==> config.mk <==
export PLATFORM = sky130hd
export DESIGN_NAME = sec_gate
export DESIGN_NICKNAME = d
export VERILOG_FILES = /design/src/rtl/sgw_pkg.sv /design/src/rtl/sgw_lfsr.sv /design/src/rtl/sgw_rule.sv /design/src/rtl/sgw_regs.sv /design/src/rtl/sec_gate.sv
export SDC_FILE = /design/constraint.sdc
export NUM_CORES = 1
export LEC_CHECK = 0
export BUFFER_PORTS_ARGS = -buffer_cell sky130_fd_sc_hd__buf_2
export CORE_ASPECT_RATIO = 0.6
export CORE_MARGIN = 3
export CORE_UTILIZATION = 48
export DETAILED_ROUTE_END_ITERATION = 8
export PLACE_DENSITY_LB_ADDON = 0.2
export SYNTH_ARGS = -nofsm -noshare
export SYNTH_HDL_FRONTEND = slang
export SYNTH_SLANG_ARGS = --single-unit
==> constraint.sdc <==
create_clock -name clk -period 2.3 [get_ports clk]
set_input_delay 0.345 -clock clk [delete_from_list [all_inputs] [get_ports clk]]
set_output_delay 0.345 -clock clk [all_outputs]
set_load 0.02 [all_outputs]
==> src/rtl/sgw_pkg.sv <==
package sgw_pkg;
  typedef enum logic [1:0] {
    SG_IDLE = 2'd0,
    SG_FWD  = 2'd1,
    SG_WAIT = 2'd2,
    SG_RESP = 2'd3
  } sg_state_e;

  localparam logic [1:0] OFF_SEC  = 2'd0;
  localparam logic [1:0] OFF_PRIV = 2'd1;
  localparam logic [1:0] OFF_CTRL = 2'd2;

  localparam logic [31:0] LFSR_TAPS = 32'h8020_0003;
endpackage

==> src/rtl/sgw_lfsr.sv <==
module sgw_lfsr #(
  parameter int unsigned W = 32,
  parameter logic [W-1:0] TAPS = sgw_pkg::LFSR_TAPS,
  parameter logic [W-1:0] SEED = 32'h1ACE_B00C
) (
  input  logic         clk,
  input  logic         rst_n,
  output logic [W-1:0] state_o
);
  logic [W-1:0] st_q;

  always_ff @(posedge clk) begin
    if (!rst_n) st_q <= SEED;
    else        st_q <= {1'b0, st_q[W-1:1]} ^ (st_q[0] ? TAPS : '0);
  end

  assign state_o = st_q;
endmodule

==> src/rtl/sgw_rule.sv <==
module sgw_rule #(
  parameter int unsigned IDX_W = 4,
  localparam int unsigned NSLV = 1 << IDX_W
) (
  input  logic [NSLV-1:0]  sec_bits,
  input  logic [NSLV-1:0]  priv_bits,
  input  logic [IDX_W-1:0] idx,
  input  logic             secure,
  output logic             pass
);
  logic [NSLV-1:0] permit;

  for (genvar i = 0; i < NSLV; i++) begin : g_slv
    assign permit[i] = (secure || !sec_bits[i]) && (secure || !priv_bits[i]);
  end

  assign pass = permit[idx];
endmodule

==> src/rtl/sgw_regs.sv <==
module sgw_regs #(
  parameter int unsigned NSLV = 16,
  parameter int unsigned DW   = 32,
  parameter logic [NSLV-1:0] PRIV_RST = 16'h0F00
) (
  input  logic            clk,
  input  logic            rst_n,
  input  logic            we,
  input  logic [1:0]      off,
  input  logic [DW-1:0]   wdata,
  output logic [DW-1:0]   rdata,
  output logic [NSLV-1:0] sec_q,
  output logic [NSLV-1:0] priv_q,
  output logic            errmode_q
);
  import sgw_pkg::*;

  always_ff @(posedge clk) begin
    if (!rst_n) begin
      sec_q     <= '1;
      priv_q    <= PRIV_RST;
      errmode_q <= 1'b0;
    end else if (we) begin
      case (off)
        OFF_SEC:  sec_q     <= wdata[NSLV-1:0];
        OFF_PRIV: priv_q    <= wdata[NSLV-1:0];
        OFF_CTRL: errmode_q <= wdata[0];
        default:  ;
      endcase
    end
  end

  always_comb begin
    rdata = '0;
    case (off)
      OFF_SEC:  rdata[NSLV-1:0] = sec_q;
      OFF_PRIV: rdata[NSLV-1:0] = priv_q;
      OFF_CTRL: rdata[0]        = errmode_q;
      default:  rdata = '0;
    endcase
  end
endmodule

==> src/rtl/sec_gate.sv <==
module sec_gate #(
  parameter int unsigned AW      = 32,
  parameter int unsigned DW      = 32,
  parameter int unsigned IDX_LSB = 12,
  parameter int unsigned IDX_W   = 4,
  parameter logic [(1<<IDX_W)-1:0] PRIV_RST = 16'h0F00,
  parameter logic [31:0] LFSR_SEED = 32'h1ACE_B00C
) (
  input  logic          clk,
  input  logic          rst_n,
  input  logic          req_valid,
  output logic          req_ready,
  input  logic [AW-1:0] req_addr,
  input  logic          req_write,
  input  logic [DW-1:0] req_wdata,
  input  logic          req_secure,
  output logic          rsp_valid,
  input  logic          rsp_ready,
  output logic [DW-1:0] rsp_rdata,
  output logic          rsp_err,
  output logic          dn_req_valid,
  input  logic          dn_req_ready,
  output logic [AW-1:0] dn_addr,
  output logic          dn_write,
  output logic [DW-1:0] dn_wdata,
  output logic          dn_secure,
  input  logic          dn_rsp_valid,
  output logic          dn_rsp_ready,
  input  logic [DW-1:0] dn_rsp_rdata,
  input  logic          dn_rsp_err
);
  import sgw_pkg::*;

  localparam int unsigned NSLV = 1 << IDX_W;
  localparam logic [IDX_W-1:0] BANK_IDX = IDX_W'(NSLV - 1);

  sg_state_e state_q;

  logic [IDX_W-1:0] idx_w;
  logic             pass_w;
  logic             blk_w;
  logic             acc;
  logic             bank_w;
  logic             reg_we;
  logic [DW-1:0]    reg_rdata;
  logic [NSLV-1:0]  sec_q;
  logic [NSLV-1:0]  priv_q;
  logic             errmode_q;
  logic [31:0]      lfsr_q;
  logic [DW-1:0]    rnd_w;

  logic [AW-1:0]    dn_addr_q;
  logic             dn_write_q;
  logic [DW-1:0]    dn_wdata_q;
  logic             dn_secure_q;
  logic [DW-1:0]    rsp_rdata_q;
  logic             rsp_err_q;

  assign idx_w  = req_addr[IDX_LSB +: IDX_W];
  assign acc    = req_valid && req_ready;
  assign blk_w  = !pass_w;
  assign bank_w = (idx_w == BANK_IDX);
  assign reg_we = acc && pass_w && bank_w && req_write && req_secure;

  if (DW > 32) begin : g_rnd_wide
    assign rnd_w = {{(DW-32){1'b0}}, lfsr_q};
  end else begin : g_rnd_narrow
    assign rnd_w = lfsr_q[DW-1:0];
  end

  sgw_lfsr #(
    .W    (32),
    .TAPS (LFSR_TAPS),
    .SEED (LFSR_SEED)
  ) u_lfsr (
    .clk     (clk),
    .rst_n   (rst_n),
    .state_o (lfsr_q)
  );

  sgw_rule #(
    .IDX_W (IDX_W)
  ) u_rule (
    .sec_bits  (sec_q),
    .priv_bits (priv_q),
    .idx       (idx_w),
    .secure    (req_secure),
    .pass      (pass_w)
  );

  sgw_regs #(
    .NSLV     (NSLV),
    .DW       (DW),
    .PRIV_RST (PRIV_RST)
  ) u_regs (
    .clk       (clk),
    .rst_n     (rst_n),
    .we        (reg_we),
    .off       (req_addr[3:2]),
    .wdata     (req_wdata),
    .rdata     (reg_rdata),
    .sec_q     (sec_q),
    .priv_q    (priv_q),
    .errmode_q (errmode_q)
  );

  always_ff @(posedge clk) begin
    if (!rst_n) begin
      state_q     <= SG_IDLE;
      dn_addr_q   <= '0;
      dn_write_q  <= 1'b0;
      dn_wdata_q  <= '0;
      dn_secure_q <= 1'b0;
      rsp_rdata_q <= '0;
      rsp_err_q   <= 1'b0;
    end else begin
      case (state_q)
        SG_IDLE: begin
          if (acc) begin
            if (blk_w) begin
              rsp_err_q   <= errmode_q;
              rsp_rdata_q <= (req_write || errmode_q) ? '0 : rnd_w;
              state_q     <= SG_RESP;
            end else if (bank_w) begin
              rsp_err_q   <= 1'b0;
              rsp_rdata_q <= req_write ? '0 : reg_rdata;
              state_q     <= SG_RESP;
            end else begin
              dn_addr_q   <= req_addr;
              dn_write_q  <= req_write;
              dn_wdata_q  <= req_wdata;
              dn_secure_q <= req_secure;
              state_q     <= SG_FWD;
            end
          end
        end
        SG_FWD: begin
          if (dn_req_ready) state_q <= SG_WAIT;
        end
        SG_WAIT: begin
          if (dn_rsp_valid) begin
            rsp_rdata_q <= dn_rsp_rdata;
            rsp_err_q   <= dn_rsp_err;
            state_q     <= SG_RESP;
          end
        end
        SG_RESP: begin
          if (rsp_ready) state_q <= SG_IDLE;
        end
        default: state_q <= SG_IDLE;
      endcase
    end
  end

  assign req_ready    = (state_q == SG_IDLE);
  assign rsp_valid    = (state_q == SG_RESP);
  assign rsp_rdata    = rsp_rdata_q;
  assign rsp_err      = rsp_err_q;
  assign dn_req_valid = (state_q == SG_FWD);
  assign dn_rsp_ready = (state_q == SG_WAIT);
  assign dn_addr      = dn_addr_q;
  assign dn_write     = dn_write_q;
  assign dn_wdata     = dn_wdata_q;
  assign dn_secure    = dn_secure_q;
endmodule

==> results.ini <==
[floorplan]
dieArea_mm2=0.0176
coreArea_mm2=0.0155
die_y_um=104
start_util_pct=49.6
rows=35
chipWidth_um=169
io_pins=208

[placed_design]
dp_hpwl_um=16600
io_buffers=207
place.gp.congestion=0.912
dp.cells=1316

[job]
max-cap-violations=0

[synth]
synth_area_leaders=dfxtp_1 (43%), nand2_1 (13%), mux2i_1 (8.7%)
synth-seq-area-share_pct=43.2
synth_warnings=0
syn-num-nets=1039
synth-seq-cells=166
async_flop_share_pct=0
synth_top_area_cell=dfxtp_1
synth_edf_count=0
synth_cells=929
ys.flop_type=dfxtp_1
syn-cell-area_mm2=0.00769
avgSynthCellArea_um2=8.28
yosys.area.top_type_share_pct=43.2
synthDistinctLibCells=47

[sta]
finalCriticalPeriod_ns=2.25
finalHoldViolCount=0
fmax_ghz=0.444
maxSlewViolCount=0
finalSetupViolCount=0
worst_slew_pin_slew_ns=1.04
hold_slack_ns=0.156
rsz0062_at_grt=true
finalCritPeriodShare_pct=97.9
maxSlewHeadroom_pct=30.4
finClkSkew_ns=0.0151

[drt]
wl_um=22600
routed_via_density=5.45
avgRoutedWirePerCell_um=16.8
vias=7366
drt_iter0_markers=661
drc_errors=0
dr.pass1.iters=5
ant_nets=0

[layout]
layout_commonest_cell=nand2_1
post_route_cells_drive_above_1_share_pct=29.9
final_cell_mix=nand2_1 (276), buf_2 (206), dfxtp_1 (166)
n_antenna_cell=0
final_nets=1245
layout.cells.non_filler=1351
area_delta_synth_final_pct=28.6

[clock_network]
clk_latency_ns=0.43
clock-root-buffer=clkbuf_16
cts-htree-levels=4
clock_path_buffers=2
cts_buffers=17
clock-sinks=166
cts_tree=yes
clk_pin_slew_worst_paths_ns=0.07
cts_hold_buf=0

[setup_path]
r2r_slack_ns=0.05
cp_slowest_stage_delay_ns=0.83
critical-path-top-delay-family=simple AND/OR/NAND/NOR gates
worstPathCellList=inv_1 > ha_1 > nor2b_1 > nand2_1 > o21ai_0 > or3b_1 > o21ai_1
worstReg2RegStart=state_q[0]
worst-path-buf-inv=1
crit_path_max_fanout=15
criticalPathCategory=reg -> reg
cp-startpoint=state_q[0]
end_kind=register
critPathLaunchType=register
slowest_stage=nor2b_1
crit_required_ns=2.62
cp.arrival_ns=2.57

[global_routing]
grt_pass1_wl_um=35300
grt_remaining_overflow=0
antenna_found_initial=0
track_usage_pct=25.0
grt_pass1_vias=6587
grt_max_degree=76

[worst_hold_path]
hp-start=req_addr[30]
min_path_type=in -> reg

[run_status]
status=complete, no violations

[power]
p_per_area_mw_per_mm2=1040
irDropWorstVdd_v=0.000456
p_leak_nw=4.34

## path summary, 6_finish.rpt
check,depth (start not counted),endpoint
setup / recovery,7,rsp_rdata[11]
hold / removal,3,dn_addr[30]
setup reg to reg,7,rsp_rdata[11]
hold reg to reg,1,u_lfsr.state_o[3]
## worst min-delay path: cells and delay by family
family,cells,cell delay (ns)
buf+inv,1,0.09
mux,1,0.05
simple gates,1,0.04
## synthesized netlist by cell type, drive strengths merged (16+ instances only)
master  instances
nor2           17
a211oi         20
nand2         276
a31o           16
a22oi          17
and2           18
a21oi          47
dfxtp         166
nand4          35
buf            18
clkbuf         58
mux2i          67
o21ai          35
nand3          23
## kinds of logic after synthesis
kind of cell | share of synthesized area (%)
AND/OR/NAND/NOR | 25.4
multiplexers | 10.9
buffers and inverters | 5.03
XOR/XNOR | 0.342
flip-flops | 43.2
AO/OA/AOI/OAI | 14.3
adder cells (fa/ha/maj) | 0.813
## layer usage
metal	up-vias	wire length, um	track usage, %
li1	3621	-	-
met1	3418	11000	37.8
met2	302	9300	35.0
met3	25	2100	5.85
met4	0	274	7.41
met5	-	0	0
## registers in the layout (all words and copies together) (netlist names)
| register | flops |
|---|---|
| rsp_err | 1 |
| u_regs.sec_q | 16 |
| state_q | 2 |
| dn_wdata | 32 |
| u_regs.errmode_q | 1 |
| u_lfsr.state_o | 32 |
| u_regs.priv_q | 16 |
| rsp_rdata | 32 |
| dn_write | 1 |
| dn_secure | 1 |
| dn_addr | 32 |
## stage by stage
stage / worst slack, ns / power (mW) / TNS (ns) / util, % / area [um2]
floorplan: 0.00555 / 6.11 / 0 / - / 7700
global placement: -0.159 / 7.41 / -7.62 / 59.3 / 9190
detailed placement: -0.281 / 7.44 / -17.05 / 59.3 / 9190
CTS: 0.0285 / 10.2 / 0 / 63.0 / 9770
global route: -0.0853 / 10.9 / -0.639 / 63.8 / 9890
finish: 0.0472 / 10.3 / 0 / 63.8 / 9890
## layout make-up
cell class / instances / area, um2
fillers: 1385 / 5620
multi-input cells: 676 / 4040
flip-flops and latches: 166 / 3320
repair buffers: 263 / 1650
clock buffers: 19 / 453
well taps: 203 / 254
clock inverters: 13 / 129
inverters: 11 / 41.3
## what timing repair did
| item | CTS | global route |
|---|---|---|
| setup endpoints to repair | 0 | 97 |
| resized for setup | 0 | 8 |
| buffers inserted | 0 | 1 |
## where the power goes
part | total, mW | internal, mW | leakage, nW | switching [mW]
combinational | 3.99 | 1.57 | 2.70 | 2.42
clock | 2.79 | 1.50 | 0.282 | 1.29
sequential | 3.55 | 3.31 | 1.36 | 0.244
total | 10.3 | 6.37 | 4.34 | 3.95
Power figures use the tool's default switching activity.
